--- config.mk ---
export PLATFORM = sky130hd
export DESIGN_NAME = burst_ofs_gen
export DESIGN_NICKNAME = d
export VERILOG_FILES = /design/src/rtl/burst_ofs_pkg.sv /design/src/rtl/burst_beat_ctr.sv /design/src/rtl/burst_start_reg.sv /design/src/rtl/burst_ofs_map.sv /design/src/rtl/burst_ofs_gen.sv
export SDC_FILE = /design/constraint.sdc
export NUM_CORES = 1
export LEC_CHECK = 0
export BUFFER_PORTS_ARGS = -buffer_cell sky130_fd_sc_hd__buf_4
export CORE_AREA = 2 2 39 41
export DETAILED_ROUTE_END_ITERATION = 10
export DIE_AREA = 0 0 41 43
export GPL_TIMING_DRIVEN = 0
export PLACE_DENSITY_LB_ADDON = 0.1
export SLEW_MARGIN = 20
export SYNTH_ARGS = -nofsm -noshare
export SYNTH_HDL_FRONTEND = slang
export SYNTH_HIERARCHICAL = 1
export SYNTH_SLANG_ARGS = --single-unit
export TNS_END_PERCENT = 100
--- constraint.sdc ---
create_clock -name clk_i -period 1 [get_ports clk_i]
set_input_delay 0.05 -clock clk_i [delete_from_list [all_inputs] [get_ports clk_i]]
set_output_delay 0.05 -clock clk_i [all_outputs]
set_load 0.01 [all_outputs]
--- src/rtl/burst_ofs_pkg.sv ---
package burst_ofs_pkg;
  localparam int unsigned OFS_W = 2;
  localparam int unsigned BEATS = 1 << OFS_W;

  typedef enum logic {
    ORD_INCR = 1'b0,
    ORD_XOR  = 1'b1
  } order_e;

  typedef logic [OFS_W-1:0] ofs_t;
endpackage

--- src/rtl/burst_beat_ctr.sv ---
module burst_beat_ctr
  import burst_ofs_pkg::*;
(
  input  logic clk_i,
  input  logic rst_i,
  input  logic load_i,
  input  logic adv_i,
  output ofs_t beat_o,
  output logic last_o
);
  localparam ofs_t LAST_BEAT = ofs_t'(BEATS - 1);

  ofs_t beat_q, beat_d;
  logic last_q;

  always_comb begin
    beat_d = beat_q;
    if (load_i)     beat_d = '0;
    else if (adv_i) beat_d = beat_q + ofs_t'(1);
  end

  always_ff @(posedge clk_i) begin
    if (rst_i) begin
      beat_q <= '0;
      last_q <= 1'b0;
    end else begin
      beat_q <= beat_d;
      last_q <= (beat_d == LAST_BEAT);
    end
  end

  assign beat_o = beat_q;
  assign last_o = last_q;

  a_r5_hold: assert property (@(posedge clk_i) disable iff (rst_i)
    (!load_i && !adv_i) |=> $stable(beat_q));
  a_r5_step: assert property (@(posedge clk_i) disable iff (rst_i)
    (!load_i && adv_i) |=> (beat_q == ofs_t'($past(beat_q) + ofs_t'(1))));
  a_r8_load_restart: assert property (@(posedge clk_i) disable iff (rst_i)
    load_i |=> (beat_q == '0));
  a_r6_last_flag: assert property (@(posedge clk_i) disable iff (rst_i)
    last_q == (beat_q == LAST_BEAT));
endmodule

--- src/rtl/burst_start_reg.sv ---
module burst_start_reg
  import burst_ofs_pkg::*;
#(
  parameter order_e RESET_ORDER = ORD_XOR
) (
  input  logic   clk_i,
  input  logic   rst_i,
  input  logic   load_i,
  input  ofs_t   start_i,
  input  logic   mode_i,
  output ofs_t   start_o,
  output order_e order_o
);
  ofs_t   start_q;
  order_e order_q, order_sel;

  // only a solid low picks incrementing order; anything else is interleaved
  always_comb begin
    if (mode_i == 1'b0) order_sel = ORD_INCR;
    else                order_sel = ORD_XOR;
  end

  always_ff @(posedge clk_i) begin
    if (rst_i) begin
      start_q <= '0;
      order_q <= RESET_ORDER;
    end else if (load_i) begin
      start_q <= start_i;
      order_q <= order_sel;
    end
  end

  assign start_o = start_q;
  assign order_o = order_q;

  a_r9_order_held: assert property (@(posedge clk_i) disable iff (rst_i)
    !load_i |=> ($stable(order_q) && $stable(start_q)));
endmodule

--- src/rtl/burst_ofs_map.sv ---
module burst_ofs_map
  import burst_ofs_pkg::*;
(
  input  ofs_t   start_i,
  input  ofs_t   beat_i,
  input  order_e order_i,
  output ofs_t   ofs_o
);
  always_comb begin
    unique case (order_i)
      ORD_INCR: ofs_o = start_i + beat_i;
      ORD_XOR:  ofs_o = start_i ^ beat_i;
      default:  ofs_o = start_i ^ beat_i;
    endcase
  end
endmodule

--- src/rtl/burst_ofs_gen.sv ---
module burst_ofs_gen
  import burst_ofs_pkg::*;
#(
  parameter order_e RESET_ORDER = ORD_XOR
) (
  input  logic             clk_i,
  input  logic             rst_i,
  input  logic             load_i,
  input  logic [OFS_W-1:0] start_i,
  input  logic             adv_i,
  input  logic             mode_i,
  output logic [OFS_W-1:0] ofs_o,
  output logic [OFS_W-1:0] beat_o,
  output logic             last_o
);
  ofs_t   start_q, beat_q;
  order_e order_q;

  burst_start_reg #(.RESET_ORDER(RESET_ORDER)) u_start (
    .clk_i   (clk_i),
    .rst_i   (rst_i),
    .load_i  (load_i),
    .start_i (start_i),
    .mode_i  (mode_i),
    .start_o (start_q),
    .order_o (order_q)
  );

  burst_beat_ctr u_beat (
    .clk_i  (clk_i),
    .rst_i  (rst_i),
    .load_i (load_i),
    .adv_i  (adv_i),
    .beat_o (beat_q),
    .last_o (last_o)
  );

  burst_ofs_map u_map (
    .start_i (start_q),
    .beat_i  (beat_q),
    .order_i (order_q),
    .ofs_o   (ofs_o)
  );

  assign beat_o = beat_q;

  a_r2_load_ofs: assert property (@(posedge clk_i) disable iff (rst_i)
    load_i |=> (ofs_o == $past(start_i)));
  a_r7_wrap_to_start: assert property (@(posedge clk_i) disable iff (rst_i)
    (!load_i && adv_i && last_o) |=> (ofs_o == start_q && beat_o == '0));
endmodule

## Yosys cells after proc, flatten, opt, wreduce, memory -nomap -nowiden

Index checks and enable logic that the tools add are counted.

| word-level totals | value |
|---|---|
| register bits after elaboration | 6 |
| input port bits | 7 |
| output and inout bits | 5 |
| logic and storage cells | 13 |

| operators by class | value |
|---|---|
| add/sub/neg operators | 2 |
| eq/ne operators | 1 |
| muxes and demuxes | 4 |
| bitwise logic cells | 2 |

Operators by type and width:

| kind | number |
|---|---|
| $mux W2 | 2 |
| $pmux W2 S2 | 1 |
| $add A2 B1 Y2 const B | 1 |
| $add A2 B2 Y2 | 1 |
| $eq A2 B2 Y1 const B | 1 |
| $xor A2 B2 Y2 | 1 |
| $mux W1 | 1 |
| $not A1 Y1 | 1 |

## Logic depth before layout (Yosys ltp)

| depth | value |
|---|---|
| depth in word-level cells | 4 |
| mapped depth | 3 |
| depth with buffers taken out | 3 |

## By module

Netlist, hierarchy kept.

By module, submodules not included:

| module | times used | cells each | area an instance (sq um) | sequential area each (sq um) |
|---|---|---|---|---|
| burst_beat_ctr | 1 | 9 | 113.9 | 60.1 |
| burst_start_reg | 1 | 9 | 102.6 | 60.1 |
| burst_ofs_map | 1 | 4 | 36.3 | 0.0 |

## Worst setup path after synthesis

Ideal clock, no wire load.

| timing path | value |
|---|---|
| path type | register to output |
| from | register u_beat.beat_q[0] (netlist: u_beat/beat_o[0]) |
| to | output port ofs_o[1] |
| data arrival time | 0.905 ns |
| required time | 0.950 ns |
| slack | 0.045 ns |
| stages on the path, launching flop included | 4 |
| buffers on the path | 0 |
| path through | dfxtp_1 ha_1 nor2b_1 xnor2_1 |

| on the way | value |
|---|---|
| cells in the longest elaborated chain, start to end | 2 |

Ends and longest elaborated chain:

| item | line | RTL |
|---|---|---|
| start: declaration | burst_beat_ctr.sv:13 | `ofs_t beat_q, beat_d;` |
| start signal: assignment | burst_beat_ctr.sv:27 | `beat_q <= beat_d;` |
| $add A2 B2 Y2 | burst_ofs_map.sv:11 | `ORD_INCR: ofs_o = start_i + beat_i;` |
| $pmux W2 S2 | burst_ofs_map.sv:10 | `unique case (order_i)` |
| end: declaration | burst_ofs_gen.sv:12 | `output logic [OFS_W-1:0] ofs_o,` |

No other way between the ends.

## Worst setup path after layout

Same ends and word-level chain as after synthesis.

==> impl_metrics.ini <==
[outcome]
status = finished, violations left
violations = setup timing

[timing]
max_slew_margin_pct = 87.54
worst_pin_slew_ps = 186.4
max_freq_mhz = 875.1
drv_slew = 0
setup_tns_ps = -142.7
min_period_over_period_pct = 114.3
hold_viol = 0
period_needed_ps = 1143
finalWorstSetupSlack_ps = -142.7
setup_viol = 1
rsz0062_at_grt = true
fin_skew_ps = 4.896

[clocking]
cts_tree = done
clock_latency_ps = 240
cts-root-buf = clkbuf_4
cts_num_sinks = 6
cts_made_buffers = 3
clkTransAtPathRegs_ps = 40
clk_path_buf_depth = 2
htreeDepth = 1

[power]
vdd_drop_max_uv = 506.0
power_density_nw_per_um2 = 1300
p_leak_nw = 0.1784
total_power_mw = 0.5678

[synth]
ys_types = 12
synth_compound_area_share_pct = 10.40
syn_nets = 30
yosys_warnings = 6
ys_seq_area_share_pct = 47.52
synth-xor-area-share_pct = 10.40
synth_top_family_by_area = simple AND/OR/NAND/NOR gates
synth_top_area_share_pct = 47.52
synth_mux_area_share_pct = 7.921
ys_ff_latch = 6
yosys.area_share.simple_pct = 18.81
synth_cells = 22
yosys-top-cells-area = dfxtp_1, xnor2_1, mux2i_1, nor4b_2, ha_1
syn_avg_cell_area_sq_um = 11.49
synthAdderAreaFrac_pct = 4.950
syn_area_sq_um = 252.7
yosys.area.top_type = dfxtp_1

[floorplanning]
core_area_sq_um = 1384
io_pins = 12
initial_core_util_pct = 18.26
die_w_um = 41
dieArea_sq_um = 1763
core.rowCount = 14
fp.dieH_um = 43

[layout]
drive_gt1_share_pct = 60.53
syn_to_final_growth_pct = 72.77
finalNetCount = 48
postLayoutCellArea_sq_um = 436.7
antenna_cells = 0
fin_cells = 54
final_core_util_pct = 31.56

[drt]
via_count = 213
wl_um = 523
drt_iter0_drc = 0
viasPerCell = 3.944
wl_per_cell_um = 9.685
dr.pass1.iters = 1
detail-route-antenna-nets = 0
drc = 0

[placement]
place_inst = 49
io_buffers = 11
dpl_cell_area_sq_um = 355.3
gp_congestion = 0.6400

[worst_setup_path]
worstPathCellList = ha_4 > nor2b_4 > xnor2_1 > buf_4
cp.required_ps = 950
cp_slowest_cell = dfxtp_4
crit_type = reg -> out
endpoint_kind = output pin
cpLargestDelayFamily = flip-flops
startpoint = u_beat/beat_o[0]
critPathMaxStageDelay_ps = 340
arrival_ps = 1090
crit_buf_inv = 1
regToRegStartpoint = u_beat/beat_o[0]
cp_max_fo = 2
cp-start-kind = register

[run]
cap_violations = 0

[global_routing]
grt_remaining_overflow = 0
grt_pass1_wl_um = 828
grt_pass1_vias = 205
antenna_found_initial = 0
track_usage_pct = 7.631
grt_max_degree = 8

[hold_path]
hold_class = in -> reg
hp-start = rst_i
==> logic make-up after synthesis <==
kind of cell / Yosys count
AO/OA/AOI/OAI: 3
XOR/XNOR: 3
adder cells (fa/ha/maj): 1
flip-flops: 6
multiplexers: 2
AND/OR/NAND/NOR: 7
==> area by class of cell <==
type / count / area [sq um]
clock buffer: 3 / 22.52
fill: 143 / 947.2
multi-input combinational: 16 / 165.2
sequential: 6 / 125.1
tap: 16 / 20.02
timing repair buffer: 13 / 103.9
==> cell usage after synthesis <==
library cell	number
mux2i_1	2
a211oi_1	1
nand3b_1	1
a211o_1	1
dfxtp_1	6
nor4b_2	1
ha_1	1
nor2_1	2
nor2b_1	2
xnor2_1	3
a21bo_2	1
nor3_1	1
==> cells in the final DEF, fill, tap and decap left out, drive strengths merged <==
cell type and count:
mux2i 2, a211oi 1, dlygate4sd3 1, nand3b 1, nor4b 1, clkbuf 3
nor3 1, xnor2 3, a21bo 1, ha 1, dfxtp 6, nor2b 2
nor2 2, a211o 1, buf 12
==> per-layer routing <==
layer	global-route usage, %	share of wire, %
met3	6.283	9.9
met5	0	0
met2	7.813	45
met1	9.646	45
met4	6.000	0
==> worst paths after layout <==
| check | endpoint | slack, ps | cells past startpoint |
|---|---|---|---|
| worst max-delay path | ofs_o[1] | -140 | 4 |
| worst min-delay path | u_beat/beat_o[0] | 30 | 2 |
| worst max register to register | u_beat/last_o | 70 | 3 |
| worst min register to register | u_start/start_o[1] | 510 | 2 |
==> sequential cells by signal (all words and copies together) (netlist names) <==
signal and cells:
u_start/order_o 1, u_beat/beat_o 2, u_beat/last_o 1, u_start/start_o 2
==> timing repair <==
item,4_1_cts,5_1_grt
gates resized for setup,7,3
gates cloned,0,0
pin swaps,1,1
setup buffers,1,0
setup endpoints to repair,2,4
hold buffers,0,1
hold endpoints to repair,0,1
==> per-stage QoR <==
step	hold slack [ps]	setup slack [ps]
3_5_place_dp	259.1	-47.38
3_3_place_gp	253.3	-35.21
5_1_grt	16.40	-187.3
6_report	33.14	-142.7
4_1_cts	8.943	-176.1
2_1_floorplan	121.4	45.12
==> where the power goes <==
| part | total (mW) | leakage (nW) | internal (mW) | switching (mW) |
|---|---|---|---|---|
| registers | 0.259 | 0.0503 | 0.250 | 0.00883 |
| clock network | 0.211 | 0.0138 | 0.135 | 0.0757 |
| logic | 0.0980 | 0.114 | 0.0594 | 0.0386 |
Note: power is estimated with default switching activity, not from simulation.
